==> config.mk <==
export PLATFORM = sky130hd
export DESIGN_NAME = ami_line_monitor
export DESIGN_NICKNAME = d
export VERILOG_FILES = /design/src/rtl/ami_mon_pkg.sv /design/src/rtl/ami_rail_sampler.sv /design/src/rtl/ami_violation_check.sv /design/src/rtl/ami_carrier_watch.sv /design/src/rtl/ami_line_monitor.sv
export SDC_FILE = /design/constraint.sdc
export NUM_CORES = 1
export LEC_CHECK = 0
export BUFFER_PORTS_ARGS = -buffer_cell sky130_fd_sc_hd__buf_4
export CORE_UTILIZATION = 29
export CTS_CLUSTER_SIZE = 10
export DETAILED_ROUTE_END_ITERATION = 16
export HOLD_SLACK_MARGIN = 0.06
export PLACE_DENSITY_LB_ADDON = 0.1
export SLEW_MARGIN = 20
export SYNTH_ARGS = -nofsm -noshare
export SYNTH_HDL_FRONTEND = slang
export SYNTH_HIERARCHICAL = 1
export SYNTH_SLANG_ARGS = --single-unit
==> constraint.sdc <==
create_clock -name clk -period 2.6 [get_ports clk]
set_input_delay 0.52 -clock clk [delete_from_list [all_inputs] [get_ports clk]]
set_output_delay 0.52 -clock clk [all_outputs]
set_load 0.03 [all_outputs]
==> src/rtl/ami_mon_pkg.sv <==
package ami_mon_pkg;
  typedef enum logic [1:0] {
    SYM_SPACE = 2'b00,
    SYM_NEG   = 2'b01,
    SYM_POS   = 2'b10,
    SYM_BOTH  = 2'b11
  } sym_e;

  function automatic sym_e f_classify(input logic p, input logic n);
    return sym_e'({p, n});
  endfunction

  function automatic logic f_is_mark(input sym_e s);
    return s != SYM_SPACE;
  endfunction

  function automatic logic f_is_single(input sym_e s);
    return (s == SYM_POS) || (s == SYM_NEG);
  endfunction

  // a single-rail mark repeating the last remembered polarity
  function automatic logic f_repeat_polarity(input logic have_last,
                                             input logic last_pos,
                                             input sym_e s);
    return have_last && f_is_single(s) && (last_pos == (s == SYM_POS));
  endfunction
endpackage

==> src/rtl/ami_rail_sampler.sv <==
module ami_rail_sampler
  import ami_mon_pkg::*;
(
  input  logic clk,
  input  logic rst_n,
  input  logic rail_p_i,
  input  logic rail_n_i,
  output sym_e sym_o
);
  logic p_s, n_s;

  always_ff @(negedge clk or negedge rst_n) begin
    if (!rst_n) begin
      p_s <= 1'b0;
      n_s <= 1'b0;
    end else begin
      p_s <= rail_p_i;
      n_s <= rail_n_i;
    end
  end

  assign sym_o = f_classify(p_s, n_s);
endmodule

==> src/rtl/ami_violation_check.sv <==
module ami_violation_check
  import ami_mon_pkg::*;
#(
  parameter int NRZ_DETECT = 4
) (
  input  logic clk,
  input  logic rst_n,
  input  sym_e sym_i,
  output logic viol_o,
  output logic nrz_mode_o
);
  localparam int BW = $clog2(NRZ_DETECT + 1);

  logic          have_q, have_d;
  logic          last_pos_q, last_pos_d;
  logic [BW-1:0] both_q, both_d;
  logic          viol_q, viol_d;
  logic          nrz_mode;

  assign nrz_mode = (both_q == BW'(NRZ_DETECT));

  always_comb begin
    have_d     = have_q;
    last_pos_d = last_pos_q;
    both_d     = both_q;
    viol_d     = 1'b0;
    unique case (sym_i)
      SYM_BOTH: begin
        viol_d = (both_q < BW'(NRZ_DETECT - 1));
        have_d = 1'b0;
        both_d = nrz_mode ? both_q : both_q + 1'b1;
      end
      SYM_POS, SYM_NEG: begin
        viol_d     = f_repeat_polarity(have_q, last_pos_q, sym_i);
        have_d     = 1'b1;
        last_pos_d = (sym_i == SYM_POS);
        both_d     = '0;
      end
      default: ;
    endcase
  end

  always_ff @(posedge clk or negedge rst_n) begin
    if (!rst_n) begin
      have_q     <= 1'b0;
      last_pos_q <= 1'b0;
      both_q     <= '0;
      viol_q     <= 1'b0;
    end else begin
      have_q     <= have_d;
      last_pos_q <= last_pos_d;
      both_q     <= both_d;
      viol_q     <= viol_d;
    end
  end

  assign viol_o     = viol_q;
  assign nrz_mode_o = nrz_mode;


  nrz_quiet_chk: assert property (@(posedge clk) disable iff (!rst_n)
    (nrz_mode && sym_i == SYM_BOTH) |=> !viol_q);

  space_quiet_chk: assert property (@(posedge clk) disable iff (!rst_n)
    (sym_i == SYM_SPACE) |=> !viol_q);

  first_mark_chk: assert property (@(posedge clk) disable iff (!rst_n)
    (!have_q && f_is_single(sym_i)) |=> !viol_q);

  repeat_flag_chk: assert property (@(posedge clk) disable iff (!rst_n)
    (have_q && sym_i == SYM_POS && last_pos_q) |=> viol_q);
endmodule

==> src/rtl/ami_carrier_watch.sv <==
module ami_carrier_watch #(
  parameter int LOSS_ZEROS = 192,
  parameter int WIN_BITS   = 8
) (
  input  logic clk,
  input  logic rst_n,
  input  logic mark_i,
  output logic lost_o
);
  localparam int CLEAR_WINDOWS = LOSS_ZEROS / WIN_BITS;
  localparam int ZW = $clog2(LOSS_ZEROS + 1);
  localparam int IW = $clog2(WIN_BITS);
  localparam int GW = $clog2(CLEAR_WINDOWS + 1);

  logic [ZW-1:0] zero_run_q, zero_run_d;
  logic [IW-1:0] win_idx_q;
  logic [GW-1:0] good_q, good_d;
  logic          seen_q, lost_q;
  logic          loss_event, win_end, win_good, restore_event;

  always_comb begin
    if (mark_i)
      zero_run_d = '0;
    else if (zero_run_q == ZW'(LOSS_ZEROS))
      zero_run_d = zero_run_q;
    else
      zero_run_d = zero_run_q + 1'b1;
  end

  assign loss_event    = !lost_q && (zero_run_d == ZW'(LOSS_ZEROS));
  assign win_end       = lost_q && (win_idx_q == IW'(WIN_BITS - 1));
  assign win_good      = seen_q | mark_i;
  assign good_d        = win_good ? good_q + 1'b1 : '0;
  assign restore_event = win_end && win_good && (good_q == GW'(CLEAR_WINDOWS - 1));

  always_ff @(posedge clk or negedge rst_n) begin
    if (!rst_n) begin
      zero_run_q <= '0;
      win_idx_q  <= '0;
      good_q     <= '0;
      seen_q     <= 1'b0;
      lost_q     <= 1'b0;
    end else begin
      zero_run_q <= zero_run_d;
      if (loss_event) begin
        lost_q    <= 1'b1;
        win_idx_q <= '0;
        seen_q    <= 1'b0;
        good_q    <= '0;
      end else if (lost_q) begin
        if (win_end) begin
          win_idx_q <= '0;
          seen_q    <= 1'b0;
          good_q    <= good_d;
          if (restore_event) lost_q <= 1'b0;
        end else begin
          win_idx_q <= win_idx_q + 1'b1;
          seen_q    <= seen_q | mark_i;
        end
      end
    end
  end

  assign lost_o = lost_q;


  loss_sets_chk: assert property (@(posedge clk) disable iff (!rst_n)
    (!lost_q && !mark_i && zero_run_q == ZW'(LOSS_ZEROS - 1)) |=> lost_q);

  no_early_loss_chk: assert property (@(posedge clk) disable iff (!rst_n)
    $rose(lost_q) |-> (zero_run_q == ZW'(LOSS_ZEROS)));

  clear_on_boundary_chk: assert property (@(posedge clk) disable iff (!rst_n)
    $fell(lost_q) |-> (win_idx_q == '0 && good_q == GW'(CLEAR_WINDOWS)));

  empty_window_chk: assert property (@(posedge clk) disable iff (!rst_n)
    (win_end && !win_good) |=> (lost_q && good_q == '0));
endmodule

==> src/rtl/ami_line_monitor.sv <==
module ami_line_monitor
  import ami_mon_pkg::*;
#(
  parameter int LOSS_ZEROS = 192,
  parameter int WIN_BITS   = 8,
  parameter int NRZ_DETECT = 4
) (
  input  logic clk,
  input  logic rst_n,
  input  logic rail_p_i,
  input  logic rail_n_i,
  output logic nrz_o,
  output logic viol_o,
  output logic carrier_lost_o
);
  sym_e sym;
  logic nrz_q;
  logic nrz_mode;

  ami_rail_sampler u_sampler (
    .clk      (clk),
    .rst_n    (rst_n),
    .rail_p_i (rail_p_i),
    .rail_n_i (rail_n_i),
    .sym_o    (sym)
  );

  always_ff @(posedge clk or negedge rst_n) begin
    if (!rst_n) nrz_q <= 1'b0;
    else        nrz_q <= f_is_mark(sym);
  end

  ami_violation_check #(.NRZ_DETECT(NRZ_DETECT)) u_viol (
    .clk        (clk),
    .rst_n      (rst_n),
    .sym_i      (sym),
    .viol_o     (viol_o),
    .nrz_mode_o (nrz_mode)
  );

  ami_carrier_watch #(.LOSS_ZEROS(LOSS_ZEROS), .WIN_BITS(WIN_BITS)) u_carrier (
    .clk    (clk),
    .rst_n  (rst_n),
    .mark_i (f_is_mark(sym)),
    .lost_o (carrier_lost_o)
  );

  assign nrz_o = nrz_q;


  viol_on_mark_chk: assert property (@(posedge clk) disable iff (!rst_n)
    viol_o |-> nrz_o);

  nrz_mode_silent_chk: assert property (@(posedge clk) disable iff (!rst_n)
    (nrz_mode && $stable(nrz_mode) && !$isunknown(sym) && sym == SYM_BOTH) |=> !viol_o);
endmodule

== Word-level counts from Yosys, hierarchy flattened ==
Cells that the tools add are included.

* Bitwise operators: 1
* Equality and inequality tests: 10
* Reduce and logical (&&, ||, !) cells: 15
* Magnitude comparators: 1
* Multiplexer cells: 20
* Add/subtract/negate cells: 4

{| class="wikitable"
|+ Operators with widths
! operator !! number
|-
| $mux W5 || 4
|-
| $eq A8 B8 Y1 const B || 2
|-
| $mux W8 || 2
|-
| $mux W3 || 4
|-
| $add A8 B1 Y8 const B || 1
|-
| $reduce_bool A2 Y1 || 4
|-
| $mux W1 || 7
|-
| $add A3 B1 Y3 const B || 2
|-
| $eq A3 B3 Y1 const B || 2
|-
| $logic_and A1 B1 Y1 || 6
|-
| $pmux W3 S2 || 1
|-
| $add A5 B1 Y5 const B || 1
|-
| $eq A5 B5 Y1 const B || 1
|-
| $eq A2 B2 Y1 const B || 2
|-
| $pmux W1 S2 || 2
|-
| $reduce_and A2 Y1 || 2
|-
| $lt A3 B2 Y1 const B || 1
|-
| $eq A2 B1 Y1 const B || 1
|-
| $ne A2 B2 Y1 const B || 1
|-
| $reduce_or A2 Y1 || 1
|-
| $eq A1 B1 Y1 || 1
|-
| $logic_not A1 Y1 || 1
|-
| $logic_or A1 B1 Y1 || 1
|-
| $or A1 B1 Y1 || 1
|}

* Flip-flop bits (word level): 27
* Bits of input ports: 4
* Output and inout bits: 3
* Logic and storage cells: 63

== Logic depth before layout (Yosys ltp) ==
* Word-level depth: 8
* Mapped depth: 7

== Hierarchy ==
Netlist, hierarchy kept.

{| class="wikitable"
|+ By module, submodules not included
! module !! cells an instance !! sequential area each (um^2) !! area each (um^2) !! times used
|-
| ami_carrier_watch || 114 || 450.4 || 1057.3 || 1
|-
| ami_violation_check || 39 || 150.1 || 365.4 || 1
|-
| ami_rail_sampler || 4 || 50.0 || 65.1 || 1
|-
| ami_line_monitor || 2 || 25.0 || 31.3 || 1
|}

==> results.cfg <==
[global_routing]
grt_pass1_wl_um = 5002
overflow = 0
antenna_found_initial = 0
grt_max_degree = 22
grtUsageTotal = 0.1172
grt_pass1_vias = 1152

[clock_network]
cts.path.max_buffers = 2
htree_levels = 1
cts_sinks = 27
cts_made_buffers = 3
path_clk_slew_ps = 90
cts_tree = done
clockRootBuffer = clkbuf_8
insertion_delay_ps = 280

[logic_synthesis]
synth-seq-area-share = 0.4448
ys.warnings.count = 6
synthCells = 159
synth-seq-cells = 27
syn_area_um2 = 1519
synth_largest_area_cell = dfrtp_1
async_flop_share = 1.000
synth_cell_types = 43
synth_area_per_cell_um2 = 9.553
netlist.area_leader.share = 0.4119
syn_nets = 173
synth.area.top_cells = dfrtp_1 41%, ha_1 8.2%, nand2_1 5.4%, dfrtn_1 3.3%, nor2_1 3.2%
synth_ff_type = dfrtp_1
synth_edf_count = 0

[critical_path]
reg2reg_depth = 7
path_buf_inv = 1
critPathCaptureType = register
cp_slowest_stage_delay_ps = 340
crit_type = register to register
crit_chain = or2_4 > nor2_2 > and4_4 > o22ai_4 > nor4_4 > buf_6 > o22ai_2
cp.arrival_ps = 3050
rr_startpoint = u_sampler/n_s
cp_top_family = simple AND/OR/NAND/NOR gates
r2r-end = u_carrier/good_q[0]
crit_required_ps = 2760
cpMaxStageDelayCell = dfrtn_1
rrSetupSlack_ps = -300
crit_path_max_fanout = 6
start_kind = register

[run]
cap_viol_max_count = 0

[route]
ant_nets = 0
detail_route.vias_per_cell = 4.687
drt-initial-drc-count = 47
route.detailed.drc = 0
wl_per_cell_um = 12.70
first_pass_iters = 4
route.vias.total = 1139
drt_wl_total_um = 3085

[place]
gp_congestion = 0.8190
dpl_cell_area_um2 = 1719
hpwl_um = 2145
place.port_buffers = 6
place_inst = 237
dp_slack_ps = -303.5

[min_path]
holdPathEnd = u_viol/have_q
min_path_type = register to register
whs_path_depth = 2
hold_start = u_viol/have_q

[power]
p_per_area_nw_per_um2 = 407.0
combPwrFrac = 0.117
vdd_drop_max_mv = 0.1764
total_leakage_power_nw = 0.8375
p_sw_w = 0.0001851
internal_power_w = 0.0005802
swShare = 0.2419
seq_power_share = 0.576
clockPowerShare = 0.307

[sta]
rsz0062_at_grt = yes
tightestPinTransition_ps = 372.8
timing.final.ws_setup_ps = -295.2
drv_slew = 0
skew_ps = 12.05
timing.setup.tns_ps = -3178
hold_violations = 0
holdWs_ps = 513.7
finalSetupViolations = 14
maxSlewHeadroom = 0.7514

[outcome]
outcome = complete, but fails checks
violations = setup timing

[die]
coreArea_um2 = 4880
die_w_um = 74.37
die_area_um2 = 5531
ios = 7
floorplan.initialDensity = 0.3113
rows = 25
die_h_um = 74.37

[final_layout]
n_fill_cell = 508
final_cells = 243
register_area_um2 = 675.6
final_area_um2 = 1881
multi_input_area_um2 = 873.3
layout.nets = 191
drive_gt1_frac = 0.2841
diodes = 0
syn2layout_area_growth_pct = 23.81
[synth_stat cells, types with 2 or more instances]
cell       n
xnor2_1    5
a21boi_0   2
o22ai_1    2
nand4b_1   2
buf_4      2
o211ai_1   2
inv_1     10
ha_1      10
nor3_1     4
nand2_1   22
nor2_1    13
a21oi_1    7
dfrtp_1   25
nand4_1    4
o21ai_1    3
xor2_1     5
or2_2      2
nand3_1    3
buf_2      2
o21ai_0    6
clkbuf_1   2
nand2b_1   4
dfrtn_1    2
[per-stage QoR]
stage                 util   power, W
floorplan                -  0.0004973
global placement    0.3523  0.0005288
detailed placement  0.3523  0.0005298
CTS                 0.3679  0.0007774
global route        0.3854  0.0008104
finish              0.3854  0.0007653
[registers in the layout, indices dropped and copies added (netlist names), 3 cells and up]
register	flops
u_carrier/win_idx_q	3
u_viol/both_q	3
u_carrier/good_q	5
u_carrier/zero_run_q	8
[layout by cell type (no fill, tap or decap), types with 2 or more instances in the layout]
master	synthesis	routed
dfrtn_1	2	2
nand2b_1	4	4
o21ai_0	6	2
ha_4	0	3
inv_2	1	2
dfrtp_1	25	25
xnor2_1	5	4
nor3_2	0	3
nand4b_1	2	2
buf_6	1	2
nor2_2	0	2
inv_1	10	9
buf_4	2	17
o21ai_2	0	3
nand2_1	22	22
xor2_1	5	5
o21ai_1	3	4
o211ai_1	2	2
nand3_1	3	3
or2_2	2	2
clkbuf_8	0	3
nand4_1	4	4
nor2_1	13	11
a21oi_1	7	7
ha_1	10	7
[area by class of cell]
class	count	area share
Multi-Input combinational cell	114	0.4644
Clock buffer	3	0.02196
Timing Repair Buffer	20	0.08516
Clock inverter	1	0.002661
Inverter	11	0.02196
Tap cell	67	0.04458
Sequential cell	27	0.3593
[what timing repair did]
action | in CTS | in global routing
hold buffers | 1 | 0
buffers inserted | 1 | 1
pin swaps | 6 | 5
gates resized for setup | 7 | 14
hold endpoints to repair | 4 | 0
endpoints found under the setup margin | 15 | 16
[kinds of logic after synthesis]
logic type               count (synthesis)  share of synthesized area
flip-flops                              27                     0.4448
AND/OR/NAND/NOR                         62                     0.2109
buffers and inverters                   18                    0.05601
adder cells (fa/ha/maj)                 10                    0.08237
XOR/XNOR                                10                    0.05766
multiplexers                             1                   0.007413
AO/OA/AOI/OAI                           31                     0.1408
[power by group through the flow]
stage | clock network [W] | logic (W) | registers, W
after floorplan | 0 | 0.0000455 | 0.000452
after global placement | 0 | 0.0000809 | 0.000448
after detailed placement | 0 | 0.0000816 | 0.000448
after CTS | 0.000253 | 0.0000841 | 0.000440
after global routing | 0.000268 | 0.000100 | 0.000443
final | 0.000235 | 0.0000894 | 0.000441
[worst max path at each step]
stage | to | startpoint | slack [ps] | depth (start not counted)
2_1_floorplan | u_carrier/good_q[0] | u_sampler/p_s | -250 | 7
3_3_place_gp | u_carrier/lost_o | u_sampler/p_s | -280 | 7
3_5_place_dp | u_carrier/good_q[0] | u_sampler/p_s | -300 | 8
4_1_cts | u_carrier/lost_o | u_sampler/n_s | -290 | 7
5_1_grt | u_carrier/good_q[0] | u_sampler/n_s | -380 | 7
6_report | u_carrier/good_q[0] | u_sampler/n_s | -300 | 7
[metal layers]
layer  share of wire  global-route usage  vias up
met5               0                   0        -
met2            0.52              0.2062        8
met3           0.017             0.01626        4
met4           0.013             0.05031        0
met1            0.45              0.1425      549
li1                -                   -      578
[worst reg2reg max path, delay by kind of cell, from the launching register on]
family                 cells  cell delay (ps)
AO/OA/AOI/OAI              2              150
buffers and inverters      1              170
flip-flops                 1              340
AND/OR/NAND/NOR            4              820
No activity file was read; power rests on OpenSTA's default activity.
